$ cat src/rtl/serial_port_pkg.sv
package serial_port_pkg;
  typedef enum logic [1:0] {
    RX_IDLE  = 2'd0,
    RX_START = 2'd1,
    RX_DATA  = 2'd2,
    RX_STOP  = 2'd3
  } rx_state_t;
endpackage

$ cat src/rtl/serial_sync.sv
module serial_sync #(
  parameter int STAGES = 2
) (
  input  logic clk,
  input  logic rst_n,
  input  logic d,
  output logic q
);
  logic [STAGES-1:0] chain_q;

  generate
    if (STAGES == 1) begin : g_one
      always_ff @(posedge clk or negedge rst_n) begin
        if (!rst_n) chain_q <= '1;
        else        chain_q <= d;
      end
    end else begin : g_many
      always_ff @(posedge clk or negedge rst_n) begin
        if (!rst_n) chain_q <= '1;
        else        chain_q <= {chain_q[STAGES-2:0], d};
      end
    end
  endgenerate

  assign q = chain_q[STAGES-1];
endmodule

$ cat src/rtl/serial_tx.sv
module serial_tx #(
  parameter int DATA_W    = 8,
  parameter int OVS       = 16,
  parameter int STOP_BITS = 2
) (
  input  logic              clk,
  input  logic              rst_n,
  input  logic              tick,
  input  logic              par_en,
  input  logic              load,
  input  logic [DATA_W-1:0] load_data,
  output logic              txd,
  output logic              busy,
  output logic              done
);
  localparam int FRAME_W = 1 + DATA_W + STOP_BITS;
  localparam int TCNT_W  = $clog2(OVS);
  localparam int BCNT_W  = $clog2(FRAME_W);

  logic [FRAME_W-1:0] shreg_q, shreg_d;
  logic [TCNT_W-1:0]  tcnt_q, tcnt_d;
  logic [BCNT_W-1:0]  bcnt_q, bcnt_d;
  logic               busy_q, busy_d;
  logic               done_q, done_d;
  logic               top_bit;

  // slot DATA_W-1 carries either data or odd parity over the lower bits
  assign top_bit = par_en ? ~^load_data[DATA_W-2:0] : load_data[DATA_W-1];

  always_comb begin
    shreg_d = shreg_q;
    tcnt_d  = tcnt_q;
    bcnt_d  = bcnt_q;
    busy_d  = busy_q;
    done_d  = 1'b0;
    if (load && !busy_q) begin
      shreg_d = {{STOP_BITS{1'b1}}, top_bit, load_data[DATA_W-2:0], 1'b0};
      tcnt_d  = '0;
      bcnt_d  = '0;
      busy_d  = 1'b1;
    end else if (busy_q && tick) begin
      if (tcnt_q == TCNT_W'(OVS-1)) begin
        tcnt_d  = '0;
        shreg_d = {1'b1, shreg_q[FRAME_W-1:1]};
        if (bcnt_q == BCNT_W'(FRAME_W-1)) begin
          busy_d = 1'b0;
          done_d = 1'b1;
        end else begin
          bcnt_d = bcnt_q + 1'b1;
        end
      end else begin
        tcnt_d = tcnt_q + 1'b1;
      end
    end
  end

  always_ff @(posedge clk or negedge rst_n) begin
    if (!rst_n) begin
      shreg_q <= '1;
      tcnt_q  <= '0;
      bcnt_q  <= '0;
      busy_q  <= 1'b0;
      done_q  <= 1'b0;
    end else begin
      shreg_q <= shreg_d;
      tcnt_q  <= tcnt_d;
      bcnt_q  <= bcnt_d;
      busy_q  <= busy_d;
      done_q  <= done_d;
    end
  end

  assign txd  = busy_q ? shreg_q[0] : 1'b1;
  assign busy = busy_q;
  assign done = done_q;

  // a write during a frame does not disturb it
  a_r4_busy_blocks_load: assert property (@(posedge clk) disable iff (!rst_n)
    busy_q && load && !tick |=> $stable(shreg_q) && $stable(bcnt_q));
  // done is a single-cycle pulse
  a_r5_tx_done_pulse: assert property (@(posedge clk) disable iff (!rst_n)
    done_q |=> !done_q);
  // busy ends only with the done pulse
  a_r5_busy_fall_done: assert property (@(posedge clk) disable iff (!rst_n)
    $fell(busy_q) |-> done_q);
  // stop slots drive the line high
  a_r2_stop_high: assert property (@(posedge clk) disable iff (!rst_n)
    busy_q && (bcnt_q >= BCNT_W'(FRAME_W-STOP_BITS)) |-> txd);
endmodule

$ cat src/rtl/serial_rx.sv
module serial_rx
  import serial_port_pkg::*;
#(
  parameter int DATA_W = 8,
  parameter int OVS    = 16
) (
  input  logic              clk,
  input  logic              rst_n,
  input  logic              tick,
  input  logic              par_en,
  input  logic              rx_in,
  input  logic              rd_ack,
  output logic [DATA_W-1:0] data,
  output logic              done,
  output logic              frame_err
);
  localparam int TCNT_W    = $clog2(OVS);
  localparam int BCNT_W    = (DATA_W > 1) ? $clog2(DATA_W) : 1;
  localparam int HALF_LAST = OVS/2 - 2;

  rx_state_t          state_q, state_d;
  logic [TCNT_W-1:0]  tcnt_q, tcnt_d;
  logic [BCNT_W-1:0]  bcnt_q, bcnt_d;
  logic [DATA_W-1:0]  shreg_q, shreg_d;
  logic [DATA_W-1:0]  data_q, data_d;
  logic               done_q, done_d;
  logic               ferr_q, ferr_d;
  logic               stop_point;

  assign stop_point = (state_q == RX_STOP) && tick && (tcnt_q == TCNT_W'(OVS-1));

  always_comb begin
    state_d = state_q;
    tcnt_d  = tcnt_q;
    bcnt_d  = bcnt_q;
    shreg_d = shreg_q;
    data_d  = data_q;
    done_d  = 1'b0;
    ferr_d  = rd_ack ? 1'b0 : ferr_q;
    if (tick) begin
      case (state_q)
        RX_IDLE: begin
          if (!rx_in) begin
            state_d = RX_START;
            tcnt_d  = '0;
          end
        end
        RX_START: begin
          if (rx_in) begin
            state_d = RX_IDLE;
          end else if (tcnt_q == TCNT_W'(HALF_LAST)) begin
            state_d = RX_DATA;
            tcnt_d  = '0;
            bcnt_d  = '0;
          end else begin
            tcnt_d = tcnt_q + 1'b1;
          end
        end
        RX_DATA: begin
          if (tcnt_q == TCNT_W'(OVS-1)) begin
            tcnt_d  = '0;
            shreg_d = {rx_in, shreg_q[DATA_W-1:1]};
            if (bcnt_q == BCNT_W'(DATA_W-1)) state_d = RX_STOP;
            else                             bcnt_d  = bcnt_q + 1'b1;
          end else begin
            tcnt_d = tcnt_q + 1'b1;
          end
        end
        RX_STOP: begin
          if (tcnt_q == TCNT_W'(OVS-1)) begin
            state_d = RX_IDLE;
            tcnt_d  = '0;
            done_d  = 1'b1;
            data_d  = par_en ? {~^shreg_q, shreg_q[DATA_W-2:0]} : shreg_q;
            if (!rx_in) ferr_d = 1'b1;
          end else begin
            tcnt_d = tcnt_q + 1'b1;
          end
        end
        default: state_d = RX_IDLE;
      endcase
    end
  end

  always_ff @(posedge clk or negedge rst_n) begin
    if (!rst_n) begin
      state_q <= RX_IDLE;
      tcnt_q  <= '0;
      bcnt_q  <= '0;
      shreg_q <= '0;
      data_q  <= '0;
      done_q  <= 1'b0;
      ferr_q  <= 1'b0;
    end else begin
      state_q <= state_d;
      tcnt_q  <= tcnt_d;
      bcnt_q  <= bcnt_d;
      shreg_q <= shreg_d;
      data_q  <= data_d;
      done_q  <= done_d;
      ferr_q  <= ferr_d;
    end
  end

  assign data      = data_q;
  assign done      = done_q;
  assign frame_err = ferr_q;

  // receive done is a single-cycle pulse
  a_r6_rx_done_pulse: assert property (@(posedge clk) disable iff (!rst_n)
    done_q |=> !done_q);
  // a start pulse that ends early aborts without a character
  a_r8_glitch_abort: assert property (@(posedge clk) disable iff (!rst_n)
    (state_q == RX_START) && tick && rx_in |=> (state_q == RX_IDLE) && !done_q);
  // a read clears the flag unless a new error arrives at once
  a_r9_ferr_clears: assert property (@(posedge clk) disable iff (!rst_n)
    rd_ack && !stop_point |=> !ferr_q);
  // the flag rises only with a completed character
  a_r9_ferr_with_done: assert property (@(posedge clk) disable iff (!rst_n)
    $rose(ferr_q) |-> done_q);
endmodule

$ cat src/rtl/serial_port.sv
module serial_port #(
  parameter int DATA_W      = 8,
  parameter int OVS         = 16,
  parameter int TX_STOP     = 2,
  parameter int SYNC_STAGES = 2
) (
  input  logic              clk,
  input  logic              rst_n,
  input  logic              bit_tick,
  input  logic              par_mode,
  input  logic              wr_strobe,
  input  logic [DATA_W-1:0] wr_byte,
  input  logic              rd_strobe,
  output logic [DATA_W-1:0] rd_byte,
  input  logic              ser_in,
  output logic              ser_out,
  output logic              tx_busy,
  output logic              tx_done,
  output logic              rx_done,
  output logic              rx_frame_err
);
  logic rx_line;

  serial_sync #(.STAGES(SYNC_STAGES)) u_sync (
    .clk   (clk),
    .rst_n (rst_n),
    .d     (ser_in),
    .q     (rx_line)
  );

  serial_tx #(.DATA_W(DATA_W), .OVS(OVS), .STOP_BITS(TX_STOP)) u_tx (
    .clk       (clk),
    .rst_n     (rst_n),
    .tick      (bit_tick),
    .par_en    (par_mode),
    .load      (wr_strobe),
    .load_data (wr_byte),
    .txd       (ser_out),
    .busy      (tx_busy),
    .done      (tx_done)
  );

  serial_rx #(.DATA_W(DATA_W), .OVS(OVS)) u_rx (
    .clk       (clk),
    .rst_n     (rst_n),
    .tick      (bit_tick),
    .par_en    (par_mode),
    .rx_in     (rx_line),
    .rd_ack    (rd_strobe),
    .data      (rd_byte),
    .done      (rx_done),
    .frame_err (rx_frame_err)
  );
endmodule

$ cat config.mk
export PLATFORM = sky130hd
export DESIGN_NAME = serial_port
export DESIGN_NICKNAME = d
export VERILOG_FILES = /design/src/rtl/serial_port_pkg.sv /design/src/rtl/serial_sync.sv /design/src/rtl/serial_tx.sv /design/src/rtl/serial_rx.sv /design/src/rtl/serial_port.sv
export SDC_FILE = /design/constraint.sdc
export NUM_CORES = 1
export LEC_CHECK = 0
export BUFFER_PORTS_ARGS = -buffer_cell sky130_fd_sc_hd__buf_2
export CAP_MARGIN = 15
export CORE_UTILIZATION = 40
export DETAILED_ROUTE_END_ITERATION = 10
export GPL_TIMING_DRIVEN = 0
export PLACE_DENSITY = 0.68
export SETUP_SLACK_MARGIN = 0.3
export SYNTH_ARGS = -nofsm -noshare
export SYNTH_HDL_FRONTEND = slang
export SYNTH_SLANG_ARGS = --single-unit
$ cat constraint.sdc
create_clock -name clk -period 1.75 [get_ports clk]
set_clock_uncertainty 0.1 [all_clocks]
set_input_delay 0.2625 -clock clk [delete_from_list [all_inputs] [get_ports clk]]
set_output_delay 0.2625 -clock clk [all_outputs]
set_load 0.005 [all_outputs]
==> results.toml <==
[status]
status = "finished, final reports clean"

[timing]
fin_setup_tns_ns = 0
hold_violations = 0
worst-slew-pin-transition_ns = 0.552
drv_slew = 0
finalCritPeriodShare_pct = 95.9
period_needed_ns = 1.68
setup_violations = 0
fmax_ghz = 0.596
maxSlewHeadroom_pct = 63.2
grt_setup_unrepaired = "yes"

[global_route]
grt_overflow = 0
antenna_found_initial = 0
track_usage_pct = 15.9
use_met3_pct = 3.95
grt_use_met1_pct = 20.3
grt_max_degree = 49
gr-max-usage-layer = "met2"
use_met2_pct = 26.0
grt_pass1_vias = 1686
grt_pass1_wl_microns = 7660

[cts]
clockRootBuffer = "clkbuf_8"
cts_made_buffers = 5
clock_path_buffers = 2
tritoncts = "done"
clock_latency_ns = 0.31
cts_sinks = 48
h-tree-depth = 2
path_clk_slew_ns = 0.09

[die]
die_h_microns = 78.7
core_area_sq_um = 5570
fp-row-count = 27
die_w_microns = 78.7
io_pins = 28
dieArea_sq_um = 6190
start_util_pct = 42.2

[route]
drc = 0
vias = 1672
routed_wl_microns = 4590
drt_iter0_markers = 105
first_pass_iters = 4
wl_per_cell_microns = 14.1
via_per_inst = 5.13
ant_nets = 0

[setup_path]
cp_top_family = "flip-flops"
path_cells = "inv_2 -> ha_4 -> and4b_1 -> nor3b_4 -> o21ai_2 -> mux2_4"
path_max_fanout = 4
timing.critical_path.from_type = "flop"
max_stage_delay_ns = 0.46
worstSetupPathType = "reg -> reg"
worst-path-buf-inv = 1
worstPathRequired_ns = 1.84
slowest_stage = "dfrtp_2"
cp-end-kind = "flop"
crit_arrival_ns = 1.77

[job]
drv_cap = 0

[final_layout]
area_growth_pct = 28.7
seq_area_sq_um = 1220
multiInputGateArea_sq_um = 1230
fillers = 493
n_antenna_cell = 0
final_cells = 326
drive_gt1_share_pct = 42.1
nNetsFinal = 275

[pwr]
p_comb_share_pct = 20.4
p_per_area_nw_per_um2 = 905
switching_power_uw = 779
p_seq_share_pct = 54.7
p_clk_share_pct = 24.9
peakVddDrop_v = 0.000478
leakagePower_uw = 0.00137
swShare_pct = 28.4
internal-power_uw = 1960

[logic_synthesis]
yosys.area.top_type = "dfrtp_1"
ys.warnings.count = 0
syn_inst = 203
avgSynthCellArea_sq_um = 11.6
synth_edf_count = 0
ys_types = 43
synthAdderAreaFrac_pct = 3.72
synth.cell_area_sq_um = 2350
yosysMostFrequentCell = "dfrtp_1"
synth_mux_area_share_pct = 11.9
ys_ff_latch = 48
synth_common_cells = "dfrtp_1, nand2_1, mux2_2"
synthArstFlopShare_pct = 100
synth-simple-area-share_pct = 12.6
ys_seq_area_share_pct = 51.6
synth_top_family_by_area = "simple AND/OR/NAND/NOR gates"
synth_fp_nets = 225
synth_xor_area_share_pct = 6.44
synth_top_area_share_pct = 39.4
yosys-top-cells-area = "dfrtp_1, dfstp_2, mux2_2"
synth_flop_cell = "dfrtp_1"
synth_compound_area_share_pct = 10.5

[place]
gp_congestion = 0.760
dp_hpwl_microns = 2930
numPortBuffers = 26
dp_cells = 301

[worst_hold_path]
worstHoldPathType = "in -> reg"
==> worst paths after layout <==
path,slack [ns],depth (start not counted),to,startpoint
max,0.07,6,u_rx.bcnt_q[0],u_rx.tcnt_q[0]
min,0.009,2,u_rx.frame_err,rd_strobe
max reg2reg,0.07,6,u_rx.bcnt_q[0],u_rx.tcnt_q[0]
min reg2reg,0.26,0,u_sync.chain_q[1],u_sync.chain_q[0]
max in group asynchronous,0.58,3,u_tx.shreg_q[7],rst_n
min in group asynchronous,0.37,2,u_rx.tcnt_q[0],rst_n
==> sequential cells by signal (all words and copies together) (netlist names), named ones only <==
signal	cells
u_tx.busy	1
u_tx.bcnt_q	4
u_rx.data	8
u_rx.bcnt_q	3
u_rx.tcnt_q	4
u_rx.done	1
u_rx.state_q	1
u_sync.chain_q	2
u_tx.tcnt_q	4
u_rx.shreg_q	8
u_tx.done	1
u_tx.shreg_q	9
u_rx.frame_err	1
==> layout by cell type (no fill, tap or decap), types with 3 or more instances in the layout <==
cell and count:
dfrtp_1 34, buf_2 28, nand2_1 16, mux2_4 15, nor2_1 11, dfstp_2 11, mux2i_1 10, inv_1 9
buf_6 9, o21ai_0 8, xnor2_1 6, nand3_1 6, clkbuf_8 6, buf_4 6, o21ai_1 5, nand2b_1 5
a22o_1 5, xnor3_1 4, a21oi_1 4, nor2_4 3, ha_1 3, dfrtp_2 3
==> routing by layer <==
| metal | vias to the layer above | wire length (microns) | part of all wire [%] |
|---|---|---|---|
| met3 | 7 | 145 | 3.2 |
| met1 | 816 | 2180 | 48 |
| met5 | - | 0 | 0 |
| li1 | 822 | - | - |
| met2 | 27 | 2200 | 48 |
| met4 | 0 | 57 | 1.2 |
==> cell type report <==
class	instances	area share (%)
Sequential cell	48	40.3
Multi-Input combinational cell	138	40.6
Clock buffer	6	2.73
Clock inverter	2	0.331
Timing Repair Buffer	43	10.1
Tap cell	72	2.98
Buffer	7	1.78
Inverter	10	1.24
==> power groups by stage <==
stage / sequential, uW / combinational (uW) / clock, uW
after floorplan: 1480 / 374 / 0
after global placement: 1520 / 459 / 0
after detailed placement: 1520 / 482 / 0
after CTS: 1500 / 555 / 704
after global routing: 1530 / 637 / 739
final: 1500 / 558 / 682
==> worst register-to-register path: stages (launching register included) <==
cell and delay, ns:
dfrtp_2 0.46, inv_2 0.09, ha_4 0.13, and4b_1 0.24
nor3b_4 0.20, o21ai_2 0.09, mux2_4 0.27
==> kinds of logic (layout without fill, tap and decap cells) <==
family,Yosys count,count (layout)
compound gates,37,37
xor+xnor,11,11
fa+ha+maj,7,7
simple gates,57,57
buf+inv,17,68
flops,48,48
mux,26,26
==> stage by stage <==
step           setup slack (ns)  utilization, %  area [sq um]  hold WS (ns)  power [uW]
5_1_grt                  0.0217            54.3          3030        0.0119        2900
3_3_place_gp             0.0487            47.7          2660         0.247        1980
6_report                 0.0716            54.3          3030       0.00897        2740
4_1_cts                  0.0890            52.4          2920        0.0267        2760
2_1_floorplan             0.171               -          2440        -0.133        1860
3_5_place_dp             0.0255            47.7          2660         0.252        2000
==> repair_timing <==
action	CTS	global route
resized for setup	20	17
hold buffers	1	1
hold endpoints to repair	1	13
buffers inserted	11	3
pin swaps	8	7
endpoints found under the setup margin	39	40
No activity file was read; power rests on OpenSTA's default activity.
